## config.mk

```make
export PLATFORM = sky130hd
export DESIGN_NAME = romstream_tx
export DESIGN_NICKNAME = d
export VERILOG_FILES = /design/src/rtl/romstream_pkg.sv /design/src/rtl/romstream_strobe_sync.sv /design/src/rtl/romstream_seq.sv /design/src/rtl/romstream_drive.sv /design/src/rtl/romstream_tx.sv
export SDC_FILE = /design/constraint.sdc
export NUM_CORES = 1
export LEC_CHECK = 0
export BUFFER_PORTS_ARGS = -buffer_cell sky130_fd_sc_hd__buf_2
export CAP_MARGIN = 15
export CORE_MARGIN = 4
export CORE_UTILIZATION = 25
export CTS_CLUSTER_SIZE = 24
export DETAILED_ROUTE_END_ITERATION = 8
export GPL_ROUTABILITY_DRIVEN = 0
export SLEW_MARGIN = 25
export SYNTH_ARGS = -nofsm -noshare
export SYNTH_HDL_FRONTEND = slang
export SYNTH_SLANG_ARGS = --single-unit
```

## constraint.sdc

```tcl
create_clock -name clk -period 1.4 [get_ports clk]
set_input_delay 0.28 -clock clk [delete_from_list [all_inputs] [get_ports clk]]
set_output_delay 0.28 -clock clk [all_outputs]
set_load 0.01 [all_outputs]
```

## src/rtl/romstream_pkg.sv

```systemverilog
package romstream_pkg;

    localparam int BYTE_W = 8;
    localparam int SLOT_W = $clog2(BYTE_W + 1);
    localparam int BIT_IW = $clog2(BYTE_W);
    localparam logic [SLOT_W-1:0] NULL_SLOT = SLOT_W'(BYTE_W);

    typedef enum logic [1:0] {
        PH_SYNC  = 2'd0,
        PH_ARMED = 2'd1,
        PH_SEND  = 2'd2
    } phase_e;

    typedef struct packed {
        phase_e              phase;
        logic [SLOT_W-1:0]   slot;
    } slot_state_t;

    // Data bit carried by a slot; the null slot reads as released (1).
    function automatic logic slot_bit(input logic [BYTE_W-1:0] b,
                                      input logic [SLOT_W-1:0] slot);
        logic [BIT_IW-1:0] idx;
        idx = BIT_IW'(BYTE_W - 1) - slot[BIT_IW-1:0];
        if (slot >= NULL_SLOT) return 1'b1;
        return b[idx];
    endfunction

endpackage

```

## src/rtl/romstream_strobe_sync.sv

```systemverilog
module romstream_strobe_sync #(
    parameter int STAGES = 2
) (
    input  logic clk,
    input  logic rst,
    input  logic strobe_async,
    output logic rise
);
    // sh[STAGES-1] is the synchronized level, sh[STAGES] its previous value
    logic [STAGES:0] sh;

    always_ff @(posedge clk) begin
        if (rst) sh <= '0;
        else     sh <= {sh[STAGES-1:0], strobe_async};
    end

    assign rise = sh[STAGES-1] & ~sh[STAGES];

    // One slot per strobe edge: a detected edge lasts a single cycle
    assert_single_pulse_R4: assert property (@(posedge clk) disable iff (rst)
        rise |=> !rise);

endmodule

```

## src/rtl/romstream_seq.sv

```systemverilog
module romstream_seq
    import romstream_pkg::*;
#(
    parameter int STREAM_DEPTH = 128,
    parameter int STREAM_AW    = 7,
    parameter int SYNC_PULSES  = 9
) (
    input  logic                  clk,
    input  logic                  rst,
    input  logic                  enable,
    input  logic                  rise,
    output phase_e                phase_o,
    output logic [SLOT_W-1:0]     slot_o,
    output logic [STREAM_AW-1:0]  addr_o
);
    localparam int SC_W = $clog2(SYNC_PULSES + 1);
    localparam logic [SC_W-1:0]      SYNC_LAST = SC_W'(SYNC_PULSES);
    localparam logic [STREAM_AW-1:0] ADDR_LAST = STREAM_AW'(STREAM_DEPTH - 1);

    slot_state_t          st_q, st_d;
    logic [SC_W-1:0]      cnt_q, cnt_d;
    logic [STREAM_AW-1:0] addr_q, addr_d;

    always_comb begin
        st_d   = st_q;
        cnt_d  = cnt_q;
        addr_d = addr_q;
        if (!enable) begin
            // disable outranks a coincident strobe edge
            st_d.slot = '0;
            addr_d    = '0;
            if (st_q.phase == PH_SYNC) cnt_d = '0;
            else                       st_d.phase = PH_ARMED;
        end else if (rise) begin
            unique case (st_q.phase)
                PH_SYNC: begin
                    if (cnt_q == SYNC_LAST) st_d.phase = PH_SEND;
                    else                    cnt_d = cnt_q + 1'b1;
                end
                PH_ARMED: st_d.phase = PH_SEND;
                PH_SEND: begin
                    if (st_q.slot == NULL_SLOT) begin
                        st_d.slot = '0;
                        addr_d    = (addr_q == ADDR_LAST) ? '0 : addr_q + 1'b1;
                    end else begin
                        st_d.slot = st_q.slot + 1'b1;
                    end
                end
                default: st_d = st_q;
            endcase
        end
    end

    always_ff @(posedge clk) begin
        if (rst) begin
            st_q   <= '{phase: PH_SYNC, slot: '0};
            cnt_q  <= '0;
            addr_q <= '0;
        end else begin
            st_q   <= st_d;
            cnt_q  <= cnt_d;
            addr_q <= addr_d;
        end
    end

    assign phase_o = st_q.phase;
    assign slot_o  = st_q.slot;
    assign addr_o  = addr_q;

    assert_first_drive_R3: assert property (@(posedge clk) disable iff (rst)
        (enable && rise && st_q.phase == PH_SYNC && cnt_q == SYNC_LAST)
        |=> (st_q.phase == PH_SEND && st_q.slot == '0 && addr_q == '0));

    assert_slot_step_R4: assert property (@(posedge clk) disable iff (rst)
        (enable && rise && st_q.phase == PH_SEND && st_q.slot != NULL_SLOT)
        |=> (st_q.slot == $past(st_q.slot) + 1'b1 && $stable(addr_q)));

    assert_addr_step_R6: assert property (@(posedge clk) disable iff (rst)
        (enable && rise && st_q.phase == PH_SEND && st_q.slot == NULL_SLOT
         && addr_q != ADDR_LAST)
        |=> (addr_q == $past(addr_q) + 1'b1 && st_q.slot == '0));

    assert_wrap_R7: assert property (@(posedge clk) disable iff (rst)
        (enable && rise && st_q.phase == PH_SEND && st_q.slot == NULL_SLOT
         && addr_q == ADDR_LAST)
        |=> (addr_q == '0));

    assert_disable_R8: assert property (@(posedge clk) disable iff (rst)
        !enable |=> (st_q.phase != PH_SEND && addr_q == '0 && st_q.slot == '0));

endmodule

```

## src/rtl/romstream_drive.sv

```systemverilog
module romstream_drive
    import romstream_pkg::*;
(
    input  logic                clk,
    input  logic                rst,
    input  phase_e              phase,
    input  logic [SLOT_W-1:0]   slot,
    input  logic [BYTE_W-1:0]   rd_data,
    output logic                sda_out,
    output logic                sda_oe
);
    logic sending;

    always_comb begin
        sending = (phase == PH_SEND);
        sda_oe  = sending && (slot != NULL_SLOT);
        sda_out = sending ? slot_bit(rd_data, slot) : 1'b1;
    end

    assert_quiet_unless_sending_R2: assert property (@(posedge clk) disable iff (rst)
        (phase != PH_SEND) |-> (!sda_oe && sda_out));

    assert_null_slot_R5: assert property (@(posedge clk) disable iff (rst)
        (slot == NULL_SLOT) |-> (!sda_oe && sda_out));

endmodule

```

## src/rtl/romstream_tx.sv

```systemverilog
module romstream_tx
    import romstream_pkg::*;
#(
    parameter int ARRAY_AW     = 8,
    parameter int STREAM_DEPTH = 128,
    parameter int SYNC_PULSES  = 9,
    parameter int SYNC_STAGES  = 2
) (
    input  logic                 clk,
    input  logic                 rst,
    input  logic                 enable,
    input  logic                 strobe_in,
    input  logic [BYTE_W-1:0]    rd_data,
    output logic [ARRAY_AW-1:0]  rd_addr,
    output logic                 sda_out,
    output logic                 sda_oe
);
    localparam int STREAM_AW = $clog2(STREAM_DEPTH);

    logic                 rise;
    phase_e               phase;
    logic [SLOT_W-1:0]    slot;
    logic [STREAM_AW-1:0] addr;

    romstream_strobe_sync #(.STAGES(SYNC_STAGES)) u_sync (
        .clk          (clk),
        .rst          (rst),
        .strobe_async (strobe_in),
        .rise         (rise)
    );

    romstream_seq #(
        .STREAM_DEPTH (STREAM_DEPTH),
        .STREAM_AW    (STREAM_AW),
        .SYNC_PULSES  (SYNC_PULSES)
    ) u_seq (
        .clk     (clk),
        .rst     (rst),
        .enable  (enable),
        .rise    (rise),
        .phase_o (phase),
        .slot_o  (slot),
        .addr_o  (addr)
    );

    generate
        if (ARRAY_AW > STREAM_AW) begin : g_zext
            assign rd_addr = {{(ARRAY_AW - STREAM_AW){1'b0}}, addr};
        end else begin : g_direct
            assign rd_addr = addr[ARRAY_AW-1:0];
        end
    endgenerate

    romstream_drive u_drive (
        .clk     (clk),
        .rst     (rst),
        .phase   (phase),
        .slot    (slot),
        .rd_data (rd_data),
        .sda_out (sda_out),
        .sda_oe  (sda_oe)
    );

endmodule

```

Yosys cells after proc, flatten, opt, wreduce, memory -nomap -nowiden

Cells that the tools add are included.

Add/subtract/negate cells: 4
Order comparisons: 2
Eq/ne operators: 12
Multiplexer cells: 19
Bitwise operators: 3
Reductions and logical operators: 8

Operator list:

| operator                                                              | number |
|---|---|
| 4-bit two-way mux                                                     | 7 |
| 6-bit two-way mux                                                     | 2 |
| 4-bit by 1-bit adder with 4-bit output (second input constant)        | 2 |
| 4-bit == test (second input constant)                                 | 2 |
| 4-bit AND reduction                                                   | 2 |
| 7-bit by 1-bit adder with 7-bit output (second input constant)        | 1 |
| 7-bit == test (second input constant)                                 | 1 |
| 7-bit two-way mux                                                     | 1 |
| 3-bit != test (second input constant)                                 | 2 |
| 1-bit two-way mux                                                     | 5 |
| 4-bit greater-or-equal comparator (second input constant)             | 1 |
| 3-bit by 4-bit < comparator with 1-bit output (second input constant) | 1 |
| 2-bit two-way mux                                                     | 2 |
| 2-bit by 1-bit != test with 1-bit output (second input constant)      | 2 |
| 4-bit != test (second input constant)                                 | 1 |
| 2-bit one-hot mux with 2 select lines                                 | 1 |
| 1-bit binary-select mux with 3-bit select                             | 1 |
| 3-bit by 1-bit != test with 1-bit output (second input constant)      | 1 |
| 3-bit AND reduction                                                   | 1 |
| 3-bit subtractor (first input constant)                               | 1 |
| 2-bit by 1-bit == test with 1-bit output (second input constant)      | 1 |
| 2-bit == test (second input constant)                                 | 1 |
| 2-bit zero test                                                       | 1 |
| 2-bit != test (second input constant)                                 | 1 |
| 6 further kinds                                                       | 7 |

Register bits after elaboration: 20
Input bits: 12
Output and inout port bits: 10
Logic and storage cells: 53

Longest topological paths before layout

Gate-level depths: netlist of the first run.

Depth after elaboration: 5
Gate-level depth with buffers: 6
Depth with buffers taken out: 6

Hierarchy

From an unflattened synthesis of the first run, not the netlist that was laid out.

Cells, all modules: 122
Area total of the unflattened synthesis: 1061.0 µm²

By module, submodules not included:

| module                | instances | cells each | area each (µm²) | sequential area each (µm²) |
|---|---|---|---|---|
| romstream_seq         | 1         | 98         | 852.1           | 340.3 |
| romstream_drive       | 1         | 15         | 110.1           | 0.0 |
| romstream_strobe_sync | 1         | 7          | 87.6            | 60.1 |
| romstream_tx          | 1         | 2          | 11.3            | 0.0 |

Least setup slack after synthesis of the first run

Ideal clock, no wire load.

Path type: register to register
Start: register u_seq.st_q (netlist bit u_seq.slot_o[0])
End: register u_seq.addr_q[0], in the netlist u_seq.addr_o[0]
Library setup time: 0.067 ns
Arrival time: 1.471 ns
Data required time: 1.333 ns
Path slack: -0.137 ns
Stages on the path, launching flop included: 6
Buffers on the path: 1
Period minus slack after synthesis: 1.537 ns
Cell sequence: dfxtp_1 -> buf_6 -> nor4b_4 -> nand2_4 -> or3b_1 -> a21oi_2

Cells in the longest elaborated chain, start to end: 2

Ends and longest elaborated chain:

| item                                 | RTL line            | RTL |
|---|---|---|
| start, declared                      | romstream_seq.sv:20 | `slot_state_t st_q, st_d;` |
| start signal, assigned               | romstream_seq.sv:56 | `st_q <= '{phase: PH_SYNC, slot: '0};` |
| start signal, assigned               | romstream_seq.sv:60 | `st_q <= st_d;` |
| 4-bit == test                        | romstream_seq.sv:42 | `if (st_q.slot == NULL_SLOT) begin` |
| 3-bit AND reduction (no source line) | --                  |  |
| end signal, assigned                 | romstream_seq.sv:62 | `addr_q <= addr_d;` |
| end, declared                        | romstream_seq.sv:22 | `logic [STREAM_AW-1:0] addr_q, addr_d;` |

No other way between the ends.
A chain may end at the register's enable or synchronous reset.

Worst setup path after layout of the first run

Start: register u_seq.st_q (netlist bit u_seq.slot_o[0])
End: output sda_out

Cells in the longest elaborated chain, start to end: 5
Elaborated cells between the ends (all ways): 7
Those cells by class: add/sub (1); order compare (1); mux (5)

Ends and longest elaborated chain:

| item                                      | RTL line              | RTL |
|---|---|---|
| 3-bit subtractor                          | romstream_pkg.sv:23   | `idx = BIT_IW'(BYTE_W - 1) - slot[BIT_IW-1:0];` |
| 1-bit binary-select mux with 3-bit select | romstream_pkg.sv:25   | `return b[idx];` |
| 1-bit two-way mux (not written as such)   | romstream_pkg.sv:25   |  |
| 1-bit two-way mux *                       | romstream_pkg.sv:25   |  |
| 1-bit two-way mux *                       | romstream_drive.sv:17 | `sda_out = sending ? slot_bit(rd_data, slot) : 1'b1;` |
| end, declared                             | romstream_tx.sv:15    | `output logic sda_out,` |

Mark *: on every way between the ends. The rest lies on a longest branch, timed or not. The select of a mux whose other input is x is not followed.

==> results of run 1 <==
[flip-flops by register name, indices dropped and copies added (netlist names)]
| name | flops |
|---|---|
| u_sync.sh | 3 |
| u_seq.phase_o | 2 |
| u_seq.addr_o | 7 |
| u_seq.slot_o | 4 |
| u_seq.cnt_q | 4 |
[power groups by stage]
stage / Combinational [uW] / Clock (uW) / Sequential, uW
6_report: 77.6 / 449 / 576
5_1_grt: 86.4 / 495 / 577
4_1_cts: 75.5 / 467 / 577
3_5_place_dp: 72.7 / 0 / 590
3_3_place_gp: 71.9 / 0 / 590
2_1_floorplan: 38.0 / 0 / 590
[worst max-delay path, cell delays in order (launching register included)]
cell     delay [ns]
dfxtp_4        0.37
mux4_2         0.49
mux2i_1        0.14
nand2_1        0.06
buf_2          0.13
[placed cells by master, fill, tap and decap left out, types with 2 or more instances in the layout]
| cell | n |
|---|---|
| a31oi_1 | 2 |
| dfxtp_1 | 16 |
| and2_1 | 2 |
| o21ai_0 | 3 |
| buf_6 | 3 |
| nor2b_1 | 5 |
| a21oi_2 | 2 |
| a21oi_1 | 5 |
| dfxtp_2 | 3 |
| nand3_2 | 2 |
| or3b_4 | 2 |
| mux2i_1 | 4 |
| ha_1 | 3 |
| inv_1 | 2 |
| nand2_1 | 6 |
| xor2_1 | 3 |
| nand2b_1 | 3 |
| clkbuf_8 | 4 |
| mux4_2 | 2 |
| buf_2 | 20 |
| or4_1 | 3 |
| and3_1 | 2 |
| nand4_1 | 4 |
| buf_4 | 25 |
| nor2_1 | 13 |
| nor3_1 | 3 |
[layer usage]
| metal | vias to the layer above | track usage |
|---|---|---|
| li1 | 501 | - |
| met1 | 432 | 0.112 |
| met2 | 15 | 0.177 |
| met3 | 3 | 0.0289 |
| met4 | 0 | 0.0123 |
| met5 | - | 0 |
[how the worst min path moves through the flow]
stage                    to  slack [ns]  cells past startpoint
2_1_floorplan  u_sync.sh[0]        0.41                      1
3_3_place_gp   u_sync.sh[1]        0.42                      1
3_5_place_dp   u_sync.sh[1]        0.43                      1
4_1_cts        u_sync.sh[0]        0.23                      2
5_1_grt        u_sync.sh[0]        0.27                      2
6_report       u_sync.sh[0]        0.23                      2
[synthesized netlist by cell type, drive strengths merged (2+ instances only)]
cell / n
or3b: 2
nand2b: 3
inv: 3
nand3: 3
xor2: 3
dfxtp: 20
nand4: 4
o21ai: 4
nor2: 13
and2: 2
or4: 3
a21oi: 7
nor3: 3
ha: 4
buf: 3
clkbuf: 3
mux4: 2
and3: 3
mux2i: 4
nand2: 8
nor2b: 5
a31oi: 2
[final cells by class]
type / instances / area share
clock buffer: 4 / 0.0363
inverter: 3 / 0.00743
multi-input combinational: 87 / 0.434
sequential: 20 / 0.269
tap: 50 / 0.0413
timing repair buffer: 48 / 0.212
[metrics by stage]
step / hold WS [ns] / setup TNS (ns) / setup WS (ns) / cells
after floorplan: 0.408 / -0.250 / -0.0814 / 116
after global placement: 0.416 / -0.210 / -0.0715 / 205
after detailed placement: 0.426 / -0.280 / -0.0944 / 205
after CTS: 0.226 / -1.03 / -0.346 / 212
after global routing: 0.271 / -1.79 / -0.411 / 212
final: 0.232 / -0.812 / -0.327 / 212
[what timing repair did]
action | 4_1_cts | 5_1_grt
gates cloned | 0 | 0
hold endpoints to repair | 0 | 0
gates resized for setup | 8 | 13
endpoints found under the setup margin | 10 | 16
pin swaps | 4 | 6
setup buffers | 3 | 0
[cells by family after synthesis]
kind of cell	after synthesis	synth area share
AND/OR/NAND/NOR	54	0.304
adder cells (fa/ha/maj)	4	0.0472
AO/OA/AOI/OAI	18	0.103
XOR/XNOR	4	0.0330
multiplexers	6	0.0873
flip-flops	20	0.377
buffers and inverters	9	0.0448
other	1	0.00353
==> results_dict.tcl, run 1 <==
set metrics [dict create \
    pwr-share-comb 0.070 \
    fin_skew_ns 0.00411 \
    postLayoutCoreUtil 0.374 \
    drc 0 \
    worstRegToRegCells 6 \
    grt_antenna_before_repair 0 \
    dieArea_um2 5350 \
    synthTopCellsByArea "dfxtp_1 (38%), mux4_1 (5.0%), ha_1 (4.7%)" \
    wl_met3_um 115 \
    cts_made_buffers 3 \
    p_total_uw 1100 \
    clk_pin_slew_ns 0.08 \
    initial_core_util 0.261 \
    cellPowerDensity_nw_per_um2 727 \
    fill_cells 416 \
    worstSetupPathType "reg2out" \
    hp-start "strobe_in" \
    overflow 0 \
    rr_startpoint "u_seq.slot_o[0]" \
    ys_async_sr_fraction 0 \
    ys_ff_latch 20 \
    r2r_slack_ns -0.11 \
    synthesis.area_um2 1060 \
    cts_max_level 1 \
    nets 179 \
    ios 22 \
    synth_edf_count 0 \
    syn_area_per_cell_um2 9.15 \
    p_sw_uw 238 \
    synth_seq_area_share 0.377 \
    drtAntennaViolNets 0 \
    wl_met2_mm 1.23 \
    dpl-instance-area_um2 1380 \
    via_per_inst 4.49 \
    fp.dieW_um 73.1 \
    seqPwrFrac 0.522 \
    final-seq-area_um2 408 \
    drt-initial-drc-count 32 \
    syn_to_final_growth_pct 42.9 \
    dr.pass1.iters 4 \
    start_kind "register" \
    synth_top_area_cell "dfxtp_1" \
    syn_inst 116 \
    slew_viol_final 0 \
    coreArea_um2 4060 \
    die_h_um 73.1 \
    setup_ws_ns -0.327 \
    grt.total_usage 0.0962 \
    met1_length_mm 1.04 \
    stdcell_area_um2 1520 \
    fin_crit_sh 1.23 \
    hold_path_class "in2reg" \
    clock_latency_ns 0.26 \
    ys.flop_type "dfxtp_1" \
    synth_cell_type_count 41 \
    tritoncts "built" \
    grt_max_degree 12 \
    highest_layer "met4" \
    cp-endpoint "sda_out" \
    ir_drop_uv 606 \
    grt_pass1_wl_mm 4.11 \
    status "complete, but fails checks" \
    wl_per_cell_um 11.3 \
    cts.sinks 20 \
    p_leak_uw 0.000650 \
    finalHoldViolCount 0 \
    fin_crit_ns 1.73 \
    p_clk_frac 0.407 \
    yosys_warnings 0 \
    multi_input_area_um2 658 \
    critPathArrivalTime_ns 1.45 \
    hpwlAfterDp_mm 1.71 \
    row_count 23 \
    syn_nets 132 \
    yosys.area.top_type_share 0.377 \
    postCtsHoldBufs 0 \
    maxCapViolCount 0 \
    drt_wl_total_mm 2.39 \
    crit_start "u_seq.slot_o[0]" \
    switching_share 0.216 \
    layout-drive-gt1-share 0.438 \
    worstSetupEndpointType "output port" \
    violations "negative setup slack" \
    rsz0062_at_grt "yes" \
    root_buffer "clkbuf_8" \
    grt_pass1_vias 958 \
    antenna_cells 0 \
    portBuffers 20 \
    dr_total_vias 951 \
    cts.path.max_buffers 2 \
    setup_viol 8 \
    timing.fmax_mhz 579 \
    required_ns 1.12 \
    p_int_uw 865 \
    critical_path.max_fanout 3 \
    r2r-end "u_seq.addr_o[0]" \
]
Note: power is estimated with default switching activity, not from simulation.
==> run 2, diff against run 1 <==
--- a/config.mk
+++ b/config.mk
@@ -5,12 +5,12 @@
 export SDC_FILE = /design/constraint.sdc
 export NUM_CORES = 1
 export LEC_CHECK = 0
-export BUFFER_PORTS_ARGS = -buffer_cell sky130_fd_sc_hd__buf_2
 export CAP_MARGIN = 15
-export CORE_MARGIN = 4
+export CORE_MARGIN = 2
 export CORE_UTILIZATION = 25
 export CTS_CLUSTER_SIZE = 24
 export DETAILED_ROUTE_END_ITERATION = 8
+export DONT_BUFFER_PORTS = 1
 export GPL_ROUTABILITY_DRIVEN = 0
 export SLEW_MARGIN = 25
 export SYNTH_ARGS = -nofsm -noshare
==> results_dict.tcl, run 2 (same netlist as run 1, synthesis figures left out) <==
set metrics [dict create \
    cts_made_buffers 3 \
    overflow 0 \
    grt_max_degree 12 \
    start_kind "register" \
    timing.fmax_mhz 611 \
    hold_path_class "in2reg" \
    syn_to_final_growth_pct 31.8 \
    critical_path.max_fanout 3 \
    fin_crit_ns 1.64 \
    fill_cells 420 \
    stdcell_area_um2 1400 \
    setup_viol 9 \
    root_buffer "clkbuf_8" \
    clock_latency_ns 0.25 \
    final_common_cell "buf_4" \
    final_cell_mix "buf_4 (28), dfxtp_1 (15), nor2_1 (12)" \
    cp_slowest_stage_delay_ns 0.49 \
    r2r_slack_ns -0.12 \
    place_ws_ns -0.0657 \
    finalHoldViolCount 0 \
    drtAntennaViolNets 0 \
    fin_crit_sh 1.17 \
    dieArea_um2 4780 \
    cts_max_level 1 \
    grt_pass1_vias 911 \
    ios 22 \
    clk_pin_slew_ns 0.07 \
    worstSetupPathType "reg2out" \
    dr_total_vias 917 \
    violations "negative setup slack" \
    required_ns 1.12 \
    p_leak_uw 0.000560 \
    rsz0062_at_grt "yes" \
    slew_viol_final 0 \
    nets 161 \
    dpl-instance-area_um2 1270 \
    largest_register_ffs 7 \
    wl_per_cell_um 12.4 \
    antenna_cells 0 \
    cts.path.max_buffers 2 \
    ir_drop_uv 453 \
    tritoncts "built" \
    maxCapViolCount 0 \
    grt.total_usage 0.0944 \
    critPathArrivalTime_ns 1.36 \
    die_h_um 69.1 \
    hpwlAfterDp_mm 1.81 \
    coreArea_um2 4030 \
    cp_cell_sequence "mux4_2, mux2i_1, nand2_1" \
    fin_skew_ns 0.00297 \
    cts.sinks 20 \
    initial_core_util 0.263 \
    row_count 23 \
    setup_ws_ns -0.236 \
    drt-initial-drc-count 31 \
    crit_slowest_cell "mux4_2" \
    cellPowerDensity_nw_per_um2 703 \
    grt_antenna_before_repair 0 \
    via_per_inst 4.75 \
    grt_pass1_wl_mm 3.80 \
    drc 0 \
    status "complete, but fails checks" \
    dr.pass1.iters 4 \
    path_buf_inv 0 \
    fp.dieW_um 69.1 \
    cpLargestDelayFamily "multiplexers" \
    portBuffers 0 \
    worstSetupEndpointType "output port" \
    drt_wl_total_mm 2.39 \
    layout-drive-gt1-share 0.357 \
]
## run 2: metrics by stage
stage	power, uW	util	std cells	TNS [ns]	hold WS, ns
floorplan	628	-	116	-0.250	0.408
global placement	638	0.316	184	-0.0414	0.352
detailed placement	640	0.316	184	-0.140	0.354
CTS	1000	0.336	192	-0.954	0.0819
global route	1030	0.347	193	-1.02	0.0710
finish	983	0.347	193	-0.613	0.0904
## run 2: repair_timing
item,CTS,global route
endpoints found under the setup margin,7,16
buffers inserted,5,1
endpoints found under the hold margin,0,0
resized for setup,8,11
hold buffers,0,0
pin swaps,4,7
## run 2: final timing paths
kind | startpoint | to | cells after the start
setup / recovery | u_seq.slot_o[0] | sda_out | 3
hold / removal | rst | u_seq.cnt_q[2] | 1
setup reg to reg | u_seq.slot_o[0] | u_seq.addr_o[0] | 6
hold reg to reg | u_sync.sh[0] | u_sync.sh[1] | 1
## run 2: layer usage
| layer | global-route usage | vias to the layer above | share of wire |
|---|---|---|---|
| met5 | 0 | - | 0 |
| met4 | 0.0196 | 0 | 0.0050 |
| met3 | 0.0307 | 2 | 0.043 |
| met2 | 0.174 | 17 | 0.52 |
| met1 | 0.105 | 431 | 0.43 |
| li1 | - | 467 | - |
## run 2: power breakdown
| part | switching, uW | internal [uW] | leakage, uW |
|---|---|---|---|
| logic | 24.5 | 31.1 | 0.000374 |
| registers | 3.76 | 569 | 0.000165 |
| clock network | 164 | 191 | 0.0000216 |
| total | 192 | 791 | 0.000560 |
## run 2: layout make-up
type                    count  area [um2]  area share
multi-input cells          87         637       0.455
flip-flops and latches     20         414       0.296
repair buffers             30         233       0.166
well taps                  50        62.6      0.0447
clock buffers               3        41.3      0.0295
inverters                   3        11.3     0.00805
## run 2: worst register-to-register path, cell delays in order (launching register included)
cell and delay, ns:
dfxtp_4 0.36, buf_4 0.14, nor4b_4 0.24, buf_4 0.19, nand2_4 0.05, or3b_1 0.36, a21oi_2 0.12
